[src/rtl/aperture_remap_pkg.sv]
package aperture_remap_pkg;

  // staged register slots: 0/1 slave-select words, 2/3 offset words
  localparam int unsigned REG_SLOTS = 4;
  localparam int unsigned SLOT_W    = $clog2(REG_SLOTS);

  typedef struct packed {
    logic              stageEn;   // write one staging word
    logic [SLOT_W-1:0] stageIdx;  // which staging word
    logic              commit;    // copy staged map to live map
    logic              rdHit;     // read address hits a staging word
    logic [SLOT_W-1:0] rdIdx;     // which staging word to return
  } remapStrobes_t;

endpackage

[src/rtl/aperture_remap_ctrl.sv]
module aperture_remap_ctrl
  import aperture_remap_pkg::*;
#(
  parameter int unsigned REG_AW = 5,
  parameter int unsigned DATA_W = 32
) (
  input  logic              regWrEn,
  input  logic [REG_AW-1:0] regAddr,
  input  logic [DATA_W-1:0] regWrData,
  output remapStrobes_t     strobes
);

  localparam int unsigned BYTE_LSB  = $clog2(DATA_W / 8);
  localparam int unsigned STAGE_END = REG_SLOTS * (DATA_W / 8);
  localparam logic [REG_AW-1:0] COMMIT_ADDR = REG_AW'(STAGE_END);

  logic aligned;
  logic inStage;

  always_comb begin
    aligned = (regAddr[BYTE_LSB-1:0] == '0);
    inStage = aligned && (regAddr < REG_AW'(STAGE_END));

    strobes.stageEn  = regWrEn && inStage;
    strobes.stageIdx = regAddr[BYTE_LSB +: SLOT_W];
    strobes.commit   = regWrEn && (regAddr == COMMIT_ADDR) && regWrData[0];
    strobes.rdHit    = inStage;
    strobes.rdIdx    = regAddr[BYTE_LSB +: SLOT_W];
  end

endmodule

[src/rtl/aperture_remap_datapath.sv]
module aperture_remap_datapath
  import aperture_remap_pkg::*;
#(
  parameter int unsigned ADDR_W    = 32,
  parameter int unsigned DATA_W    = 32,
  parameter int unsigned APER_BITS = 4,
  parameter int unsigned SEL_W     = 4
) (
  input  logic                 clk,
  input  logic                 rstN,
  input  remapStrobes_t        strobes,
  input  logic [DATA_W-1:0]    regWrData,
  output logic [DATA_W-1:0]    regRdData,
  input  logic [ADDR_W-1:0]    mstAddr,
  output logic [SEL_W-1:0]     slvSel,
  output logic [ADDR_W-1:0]    slvAddr,
  output logic                 decErr
);

  localparam int unsigned NUM_APER  = 2 ** APER_BITS;
  localparam int unsigned PER_WORD  = DATA_W / SEL_W;
  localparam int unsigned SEL_WORDS = NUM_APER / PER_WORD;
  localparam int unsigned LOW_W     = ADDR_W - APER_BITS;

  logic [DATA_W-1:0] staged [REG_SLOTS];
  logic [DATA_W-1:0] active [REG_SLOTS];

  always_ff @(posedge clk) begin
    if (!rstN) begin
      for (int s = 0; s < REG_SLOTS; s++) begin
        staged[s] <= '0;
        active[s] <= '0;
      end
    end else begin
      if (strobes.stageEn) staged[strobes.stageIdx] <= regWrData;
      if (strobes.commit) begin
        for (int s = 0; s < REG_SLOTS; s++) active[s] <= staged[s];
      end
    end
  end

  logic [SEL_W-1:0]     apSel [NUM_APER];
  logic [APER_BITS-1:0] apOff [NUM_APER];

  for (genvar a = 0; a < NUM_APER; a++) begin : g_unpack
    localparam int unsigned WORD = a / PER_WORD;
    localparam int unsigned POS  = (a % PER_WORD) * SEL_W;
    assign apSel[a] = active[WORD][POS +: SEL_W];
    assign apOff[a] = active[SEL_WORDS + WORD][POS +: APER_BITS];
  end

  logic [APER_BITS-1:0] apIdx;

  always_comb begin
    apIdx   = mstAddr[ADDR_W-1 -: APER_BITS];
    slvSel  = apSel[apIdx];
    decErr  = (slvSel == '0);
    slvAddr = {apOff[apIdx], mstAddr[LOW_W-1:0]};
    regRdData = strobes.rdHit ? staged[strobes.rdIdx] : '0;
  end

endmodule

[src/rtl/aperture_remap.sv]
module aperture_remap
  import aperture_remap_pkg::*;
#(
  parameter int unsigned ADDR_W    = 32,
  parameter int unsigned DATA_W    = 32,
  parameter int unsigned REG_AW    = 5,
  parameter int unsigned APER_BITS = 4,
  parameter int unsigned SEL_W     = 4
) (
  input  logic              clk,
  input  logic              rstN,
  input  logic              regWrEn,
  input  logic [REG_AW-1:0] regAddr,
  input  logic [DATA_W-1:0] regWrData,
  output logic [DATA_W-1:0] regRdData,
  input  logic [ADDR_W-1:0] mstAddr,
  output logic [SEL_W-1:0]  slvSel,
  output logic [ADDR_W-1:0] slvAddr,
  output logic              decErr
);

  remapStrobes_t strobes;

  aperture_remap_ctrl #(
    .REG_AW(REG_AW),
    .DATA_W(DATA_W)
  ) u_ctrl (
    .regWrEn  (regWrEn),
    .regAddr  (regAddr),
    .regWrData(regWrData),
    .strobes  (strobes)
  );

  aperture_remap_datapath #(
    .ADDR_W   (ADDR_W),
    .DATA_W   (DATA_W),
    .APER_BITS(APER_BITS),
    .SEL_W    (SEL_W)
  ) u_dp (
    .clk      (clk),
    .rstN     (rstN),
    .strobes  (strobes),
    .regWrData(regWrData),
    .regRdData(regRdData),
    .mstAddr  (mstAddr),
    .slvSel   (slvSel),
    .slvAddr  (slvAddr),
    .decErr   (decErr)
  );

endmodule

[config.mk]
export PLATFORM = sky130hd
export DESIGN_NAME = aperture_remap
export DESIGN_NICKNAME = d
export VERILOG_FILES = /design/src/rtl/aperture_remap_pkg.sv /design/src/rtl/aperture_remap_ctrl.sv /design/src/rtl/aperture_remap_datapath.sv /design/src/rtl/aperture_remap.sv
export SDC_FILE = /design/constraint.sdc
export NUM_CORES = 1
export LEC_CHECK = 0
export ABC_CLOCK_PERIOD_IN_PS = 12400
export BUFFER_PORTS_ARGS = -buffer_cell sky130_fd_sc_hd__buf_4
export CORE_MARGIN = 2
export CORE_UTILIZATION = 30
export CTS_BUF_LIST = sky130_fd_sc_hd__clkbuf_8
export CTS_CLUSTER_DIAMETER = 80
export DETAILED_ROUTE_END_ITERATION = 6
export GPL_TIMING_DRIVEN = 0
export SYNTH_ARGS = -nofsm -noshare
export SYNTH_HDL_FRONTEND = slang
export SYNTH_SLANG_ARGS = --single-unit
export TNS_END_PERCENT = 30
[constraint.sdc]
create_clock -name clk -period 12.4 [get_ports clk]
set_input_delay 1.24 -clock clk [delete_from_list [all_inputs] [get_ports clk]]
set_output_delay 1.24 -clock clk [all_outputs]
set_load 0.01 [all_outputs]
==> flow_metrics.py, run 1 <==
metrics = {
    "synth": {
        "yosys_most_used_dff": "edfxtp_1",
        "synth_top_area_cell": "edfxtp_1",
        "netlist.area_leader.share": 0.657,
        "synth_edf_count": 256,
        "syn-num-nets": 801,
        "synth.cell_area_sq_mm": 0.0117,
        "async_flop_share": 0,
        "postSynthRegisterBits": 256,
        "syn-mean-instance-area_sq_um": 16.1,
        "synthTopCellsByCount": "and2_1 (256), edfxtp_1 (256), mux4_2 (63)",
        "yosysWarnings": 0,
        "syn_inst": 729,
        "yosysUniqueCellTypes": 26,
        "synthTopCellsByArea": "edfxtp_1 (66%), and2_1 (14%), mux4_2 (12%)",
        "synth-seq-area-share": 0.657,
    },
    "critical_path": {
        "crit_type": "in2out",
        "cp_slowest_cell": "clkbuf_1",
        "critical_path_required_ns": 11.16,
        "cp_num_buf_inv": 4,
        "critPathLaunchType": "input port",
        "cp_top_family": "buffers and inverters",
        "crit_arrival_ns": 3.36,
        "crit_path_max_fanout": 10,
        "end_kind": "output port",
        "cp_cell_sequence": "buf_4 -> clkbuf_1 -> clkbuf_1 -> mux4_2 -> and2_1 -> buf_4",
        "critPathMaxStageDelay_ns": 0.72,
    },
    "pwr": {
        "leakage_nw": 5.43,
        "p_per_area_mw_per_mm2": 126,
        "seqPwrFrac": 0.564,
        "power_switching_w": 0.000412,
        "p_clk_frac": 0.349,
        "combPwrFrac": 0.087,
        "intPower_w": 0.00137,
        "vdd_drop_max_v": 0.0000536,
        "swShare": 0.231,
    },
    "floorplanning": {
        "core.rowCount": 72,
        "die_x_um": 202,
        "ios": 141,
        "core_sq_mm": 0.0386,
        "dieArea_sq_mm": 0.0406,
        "start_util": 0.304,
        "dieHeight_um": 202,
    },
    "global_routing": {
        "grt_usage": 0.158,
        "grtUsageMet3": 0.0374,
        "grt_antenna_before_repair": 3,
        "busiest_layer": "met2",
        "grt_pass1_wl_um": 46100,
        "grt_overflow": 0,
        "grt_start_max_net_pins": 22,
        "grt_use_met1": 0.206,
        "met2_usage": 0.264,
        "grt_pass1_vias": 7004,
    },
    "routing": {
        "dr.pass1.iters": 7,
        "post_drt_wl_per_cell_um": 22.2,
        "drc": 0,
        "routed_wl_um": 31900,
        "via_per_inst": 4.66,
        "vias": 6698,
        "drt-initial-drc-count": 579,
        "postRouteAntennaNets": 0,
    },
    "clock_tree": {
        "cts_buffers": 41,
        "clkLatencyLatePin_ns": 0.54,
        "hold_buffers": 0,
        "clkTransAtPathRegs_ns": 0.07,
        "cts_setup_buffers": 0,
        "htreeDepth": 2,
        "cts_tree": "done",
        "cts_root_buf": "clkbuf_8",
        "clock_path_buffers": 3,
        "cts_sinks": 256,
        "cts-resized-gates": 0,
    },
    "timing": {
        "drv_slew": 0,
        "hold_slack_ns": 0.539,
        "rsz0062_at_grt": "false",
        "worst_pin_slew_ns": 0.975,
        "finalHoldViolations": 0,
        "fin_worst_skew_ns": 0.00969,
        "finalSetupViolations": 0,
        "period_minus_slack_ns": 4.60,
        "period_share": 0.371,
        "fmax_ghz": 0.217,
        "relSlewSlack": 0.350,
    },
    "flow_run": {
        "max_cap_viol_count": 0,
    },
    "place": {
        "gp_congestion": 0.806,
        "placed_area_sq_mm": 0.0135,
        "dp_hpwl_um": 23300,
        "io_buffer_count": 111,
    },
    "final_layout": {
        "nets": 967,
        "fin_area_sq_mm": 0.0142,
        "drive_gt1_frac": 0.299,
        "area_growth_pct": 21.0,
        "antenna_cells": 0,
    },
    "outcome": {
        "run_status": "finished clean",
    },
    "worst_hold_path": {
        "hp-class": "reg2reg",
    },
}
==> power groups by stage <==
stage | clock network (W) | logic [W] | registers [W]
2_1_floorplan | 0 | 0.0000816 | 0.00102
3_3_place_gp | 0 | 0.000144 | 0.00103
3_5_place_dp | 0 | 0.000157 | 0.00102
4_1_cts | 0.000632 | 0.000158 | 0.00100
5_1_grt | 0.000667 | 0.000165 | 0.00101
6_report | 0.000621 | 0.000155 | 0.00100
==> routing by layer <==
layer	wire, um	vias to the layer above
li1	-	3009
met1	13400	3395
met2	15700	253
met3	2290	39
met4	559	2
met5	14	-
==> layout make-up <==
class | instances | area, sq um
flip-flops and latches | 256 | 7690
clock buffers | 41 | 564
well taps | 518 | 648
clock inverters | 27 | 105
multi-input cells | 395 | 3630
fillers | 3732 | 24400
plain buffers | 78 | 434
repair buffers | 123 | 1090
==> worst paths after layout <==
| path | startpoint | to | slack, ns | depth (start not counted) |
|---|---|---|---|---|
| max reg2reg | u_dp.staged[0][14] | u_dp.active[0][14] | 11.50 | 1 |
| min reg2reg | u_dp.staged[0][0] | u_dp.active[0][0] | 0.54 | 1 |
| min | u_dp.staged[0][0] | u_dp.active[0][0] | 0.54 | 1 |
| max | regAddr[3] | regRdData[16] | 7.80 | 6 |
==> cell families (layout without fill, tap and decap cells) <==
group | count (synthesis) | in the layout | synth area share
buffers and inverters | 78 | 269 | 0.0371
DFF | 256 | 256 | 0.657
AOI/OAI and AO/OA | 8 | 8 | 0.00492
and+or+nand+nor | 319 | 319 | 0.169
muxes | 68 | 68 | 0.132
==> state kept, by name, indices dropped and copies added (netlist names) <==
name	flops
u_dp.active	128
u_dp.staged	128
==> layout by cell type, fill, tap and decap left out, drive strengths merged, types with 2 or more instances in the layout <==
cell / netlist / final
nand2: 9 / 9
and3b: 2 / 2
clkbuf: 39 / 80
and2: 256 / 256
a22oi: 4 / 4
clkinv: 0 / 11
nand3: 8 / 8
mux4: 68 / 68
o21ai: 3 / 3
inv: 0 / 16
nand2b: 2 / 2
nor2b: 2 / 2
nor2: 4 / 4
and3: 32 / 32
buf: 39 / 162
edfxtp: 256 / 256
==> per-stage QoR <==
step,setup TNS [ns],utilization,cells,total power [W],setup WS [ns]
2_1_floorplan,0,-,729,0.00110,0.597
5_1_grt,0,0.367,1438,0.00184,7.69
3_3_place_gp,-472.10,0.342,1358,0.00118,-3.69
3_5_place_dp,0,0.350,1370,0.00118,7.77
4_1_cts,0,0.367,1438,0.00179,7.77
6_report,0,0.367,1438,0.00178,7.80
No activity file was read; power rests on OpenSTA's default activity.
==> run 2: changes to the inputs <==
- ABC_CLOCK_PERIOD_IN_PS: 12400 -> 4000
- clock period: 12.4 -> 4 ns (I/O delays scaled with it)
==> flow_metrics.py, run 2 (synthesized netlist as in run 1, its figures left out) <==
metrics = {
    "pwr": {
        "p_per_area_mw_per_mm2": 390,
        "leakage_nw": 5.38,
        "vdd_drop_max_v": 0.000188,
    },
    "worst_hold_path": {
        "hp-class": "in2reg",
    },
    "critical_path": {
        "critPathMaxStageDelay_ns": 0.69,
        "cp_cell_sequence": "buf_4 -> clkbuf_1 -> clkbuf_1 -> mux4_2 -> and2_1 -> buf_4",
        "critical_path_required_ns": 3.60,
        "r2r_slack_ns": 3.11,
        "cp_slowest_cell": "clkbuf_1",
        "cp_num_buf_inv": 4,
        "crit_path_max_fanout": 10,
        "critPathLaunchType": "input port",
        "crit_arrival_ns": 2.53,
        "end_kind": "output port",
        "crit_type": "in2out",
        "cp_top_family": "buffers and inverters",
    },
    "clock_tree": {
        "cts_root_buf": "clkbuf_8",
        "clkTransAtPathRegs_ns": 0.06,
        "cts_setup_buffers": 0,
        "htreeDepth": 2,
        "hold_buffers": 0,
        "cts_tree": "done",
        "cts-resized-gates": 0,
        "cts_buffers": 39,
        "clkLatencyLatePin_ns": 0.55,
        "cts_sinks": 256,
        "clock_path_buffers": 3,
    },
    "routing": {
        "via_per_inst": 4.69,
        "drt-initial-drc-count": 717,
        "drc": 0,
        "dr.pass1.iters": 4,
        "postRouteAntennaNets": 0,
        "post_drt_wl_per_cell_um": 22.4,
        "routed_wl_um": 32300,
        "vias": 6749,
    },
    "floorplanning": {
        "core_sq_mm": 0.0386,
        "start_util": 0.304,
        "ios": 141,
        "core.rowCount": 72,
        "die_x_um": 202,
        "dieArea_sq_mm": 0.0406,
        "dieHeight_um": 202,
    },
    "global_routing": {
        "grt_pass1_vias": 6948,
        "grt_start_max_net_pins": 22,
        "grt_usage": 0.158,
        "grt_overflow": 0,
        "grt_pass1_wl_um": 46400,
        "grt_antenna_before_repair": 2,
    },
    "final_layout": {
        "drive_gt1_frac": 0.298,
        "nets": 964,
        "largestRegisters": "u_dp.active (128), u_dp.staged (128)",
        "multi_input_area_sq_mm": 0.00364,
        "fill_cells": 3701,
        "area_growth_pct": 20.7,
        "antenna_cells": 0,
        "mostFrequentLayoutCells": "and2_1 (256), edfxtp_1 (256), buf_4 (141)",
        "final-seq-area_sq_mm": 0.00769,
    },
    "timing": {
        "rsz0062_at_grt": "false",
        "hold_slack_ns": 0.155,
        "period_minus_slack_ns": 2.93,
        "relSlewSlack": 0.333,
        "finalSetupViolations": 0,
        "finalHoldViolations": 0,
        "fin_worst_skew_ns": 0.0177,
        "fmax_ghz": 0.341,
        "setup_tns_ns": 0,
        "worst_pin_slew_ns": 1.00,
        "drv_slew": 0,
        "period_share": 0.733,
    },
    "outcome": {
        "run_status": "finished clean",
    },
    "flow_run": {
        "max_cap_viol_count": 0,
    },
    "place": {
        "dp_hpwl_um": 23400,
        "io_buffer_count": 111,
        "gp_congestion": 0.803,
    },
}
[run 2: metrics by stage]
stage / power (W) / setup WS, ns / instances / util / cell area (sq um)
6_report: 0.00551 / 1.07 / 1440 / 0.367 / 14100
4_1_cts: 0.00555 / 1.08 / 1440 / 0.367 / 14100
2_1_floorplan: 0.00340 / -0.410 / 729 / - / 11700
3_5_place_dp: 0.00366 / 0.884 / 1369 / 0.349 / 13500
3_3_place_gp: 0.00364 / -2.96 / 1358 / 0.343 / 13200
5_1_grt: 0.00568 / 1.03 / 1440 / 0.367 / 14100
[run 2: area by class of cell]
class	count	area share
sequential	256	0.544
clock inverter	32	0.00965
tap	518	0.0459
buffer	78	0.0307
multi-input combinational	395	0.258
timing repair buffer	122	0.0741
clock buffer	39	0.0380
[run 2: report_power, final]
group          switching (W)  internal [W]  total, W  leakage (nW)
combinational       0.000245      0.000233  0.000478          2.42
clock                0.00101      0.000913   0.00192         0.372
sequential         0.0000532       0.00306   0.00311          2.59
total                0.00131       0.00421   0.00551          5.38
[run 2: worst paths after layout]
kind | depth (start not counted) | end | start
setup / recovery | 6 | regRdData[14] | regAddr[3]
hold / removal | 2 | u_dp.staged[1][29] | regWrData[29]
setup reg to reg | 1 | u_dp.active[0][82] | u_dp.staged[2][18]
hold reg to reg | 1 | u_dp.active[0][67] | u_dp.staged[2][3]
[run 2: per-layer routing]
layer  wire [um]  GRT usage  vias to the layer above
met1       13300      0.206                     3437
met5          13          0                        -
li1            -          -                     3008
met2       15700      0.261                      252
met4         724     0.0441                        2
met3        2520     0.0397                       50
==> run 3: changes to the inputs <==
- ABC_CLOCK_PERIOD_IN_PS: 4000 -> 2650
- clock period: 4 -> 2.65 ns (I/O delays scaled with it)
==> flow_metrics.py, run 3 (synthesized netlist as in run 1, its figures left out) <==
metrics = {
    "outcome": {
        "run_status": "finished clean",
    },
    "final_layout": {
        "antenna_cells": 0,
        "final_core_util": 0.367,
        "area_growth_pct": 20.7,
        "final-seq-area_sq_mm": 0.00769,
        "drive_gt1_frac": 0.300,
        "largestRegisters": "u_dp.active (128), u_dp.staged (128)",
        "mostFrequentLayoutCells": "and2_1 (256), edfxtp_1 (256), buf_4 (141)",
        "fill_cells": 3700,
        "nets": 964,
        "multi_input_area_sq_mm": 0.00364,
    },
    "clock_tree": {
        "hold_buffers": 0,
        "clkTransAtPathRegs_ns": 0.06,
        "cts_sinks": 256,
        "cts_tree": "done",
        "cts_root_buf": "clkbuf_8",
        "cts-resized-gates": 0,
        "cts_setup_buffers": 0,
        "htreeDepth": 2,
        "clock_path_buffers": 3,
        "cts_buffers": 39,
        "clkLatencyLatePin_ns": 0.55,
    },
    "floorplanning": {
        "start_util": 0.304,
        "ios": 141,
        "die_x_um": 202,
        "dieHeight_um": 202,
        "dieArea_sq_mm": 0.0406,
        "core_sq_mm": 0.0386,
        "core.rowCount": 72,
    },
    "global_routing": {
        "grt_pass1_wl_um": 46400,
        "grt_start_max_net_pins": 22,
        "grt_pass1_vias": 6948,
        "grt_usage": 0.158,
        "grt_overflow": 0,
        "grt_antenna_before_repair": 2,
    },
    "routing": {
        "post_drt_wl_per_cell_um": 22.4,
        "dr.pass1.iters": 5,
        "vias": 6764,
        "routed_wl_um": 32300,
        "postRouteAntennaNets": 0,
        "via_per_inst": 4.70,
        "drc": 0,
        "drt-initial-drc-count": 710,
    },
    "pwr": {
        "leakage_nw": 5.39,
        "vdd_drop_max_v": 0.000284,
        "p_per_area_mw_per_mm2": 589,
    },
    "flow_run": {
        "max_cap_viol_count": 0,
    },
    "place": {
        "gp_congestion": 0.803,
        "io_buffer_count": 111,
        "dp_hpwl_um": 23400,
    },
    "critical_path": {
        "critPathMaxStageDelay_ns": 0.69,
        "cp_slowest_cell": "clkbuf_1",
        "crit_path_max_fanout": 10,
        "crit_arrival_ns": 2.37,
        "end_kind": "output port",
        "crit_type": "in2out",
        "critPathLaunchType": "input port",
        "r2r_cells": 1,
        "crit_start": "regAddr[3]",
        "critical_path_required_ns": 2.38,
        "cp_cell_sequence": "buf_4 -> clkbuf_1 -> clkbuf_1 -> mux4_2 -> and2_1 -> buf_4",
        "r2r-start": "u_dp.staged[2][18]",
    },
    "timing": {
        "period_share": 0.993,
        "fmax_ghz": 0.380,
        "period_minus_slack_ns": 2.63,
        "drv_slew": 0,
        "finalHoldViolations": 0,
        "setup_tns_ns": 0,
        "worst_pin_slew_ns": 0.997,
        "finalSetupViolations": 0,
        "rsz0062_at_grt": "false",
        "relSlewSlack": 0.335,
        "fin_worst_skew_ns": 0.0203,
    },
    "worst_hold_path": {
        "hp-class": "in2reg",
        "hp-start": "regWrData[29]",
        "hold_path_depth": 2,
    },
}
[run 3: cell counts in the layout (fill, tap and decap cells not counted)]
No cell type changed its count.
[run 3: per-stage QoR]
step	std cells	setup WS [ns]	instance area [sq um]	hold slack, ns	power [W]
after floorplan	729	-1.62	11700	0.463	0.00514
after global placement	1358	-4.18	13200	0.532	0.00549
after detailed placement	1369	-0.331	13500	0.532	0.00552
after CTS	1440	0.000606	14100	0.00134	0.00837
after global routing	1440	0.00607	14100	0.0122	0.00857
final	1440	0.0181	14100	0.0180	0.00833
[run 3: where the power goes]
| part | internal [W] | switching [W] | leakage, nW |
|---|---|---|---|
| logic | 0.000352 | 0.000370 | 2.42 |
| clock network | 0.00138 | 0.00153 | 0.372 |
| registers | 0.00462 | 0.0000802 | 2.59 |
| total | 0.00635 | 0.00198 | 5.39 |
[run 3: worst max-delay path, delay by kind of cell]
kind,cells,cell delay (ns)
mux,1,0.43
simple gates,1,0.17
buf+inv,4,1.49
[run 3: final timing paths]
kind | endpoint | slack, ns
max reg2reg | u_dp.active[0][82] | 1.76
min reg2reg | u_dp.active[0][67] | 0.54
min | u_dp.staged[1][29] | 0.02
max | regRdData[26] | 0.02
[run 3: layer usage]
metal  wire length (um)  global-route usage  part of all wire  vias up
met5                 13                   0           0.00040        -
met4                681              0.0441             0.021        2
met3               2460              0.0397             0.076       48
met2              15700               0.261              0.49      239
met1              13400               0.206              0.41     3466
li1                   -                   -                 -     3009
[run 3: final cells by class]
| cell class | instances | share of cell area |
|---|---|---|
| Clock buffer | 39 | 0.0380 |
| Multi-Input combinational cell | 395 | 0.258 |
| Timing Repair Buffer | 122 | 0.0741 |
| Tap cell | 518 | 0.0459 |
| Buffer | 78 | 0.0309 |
| Clock inverter | 32 | 0.00965 |
| Sequential cell | 256 | 0.544 |
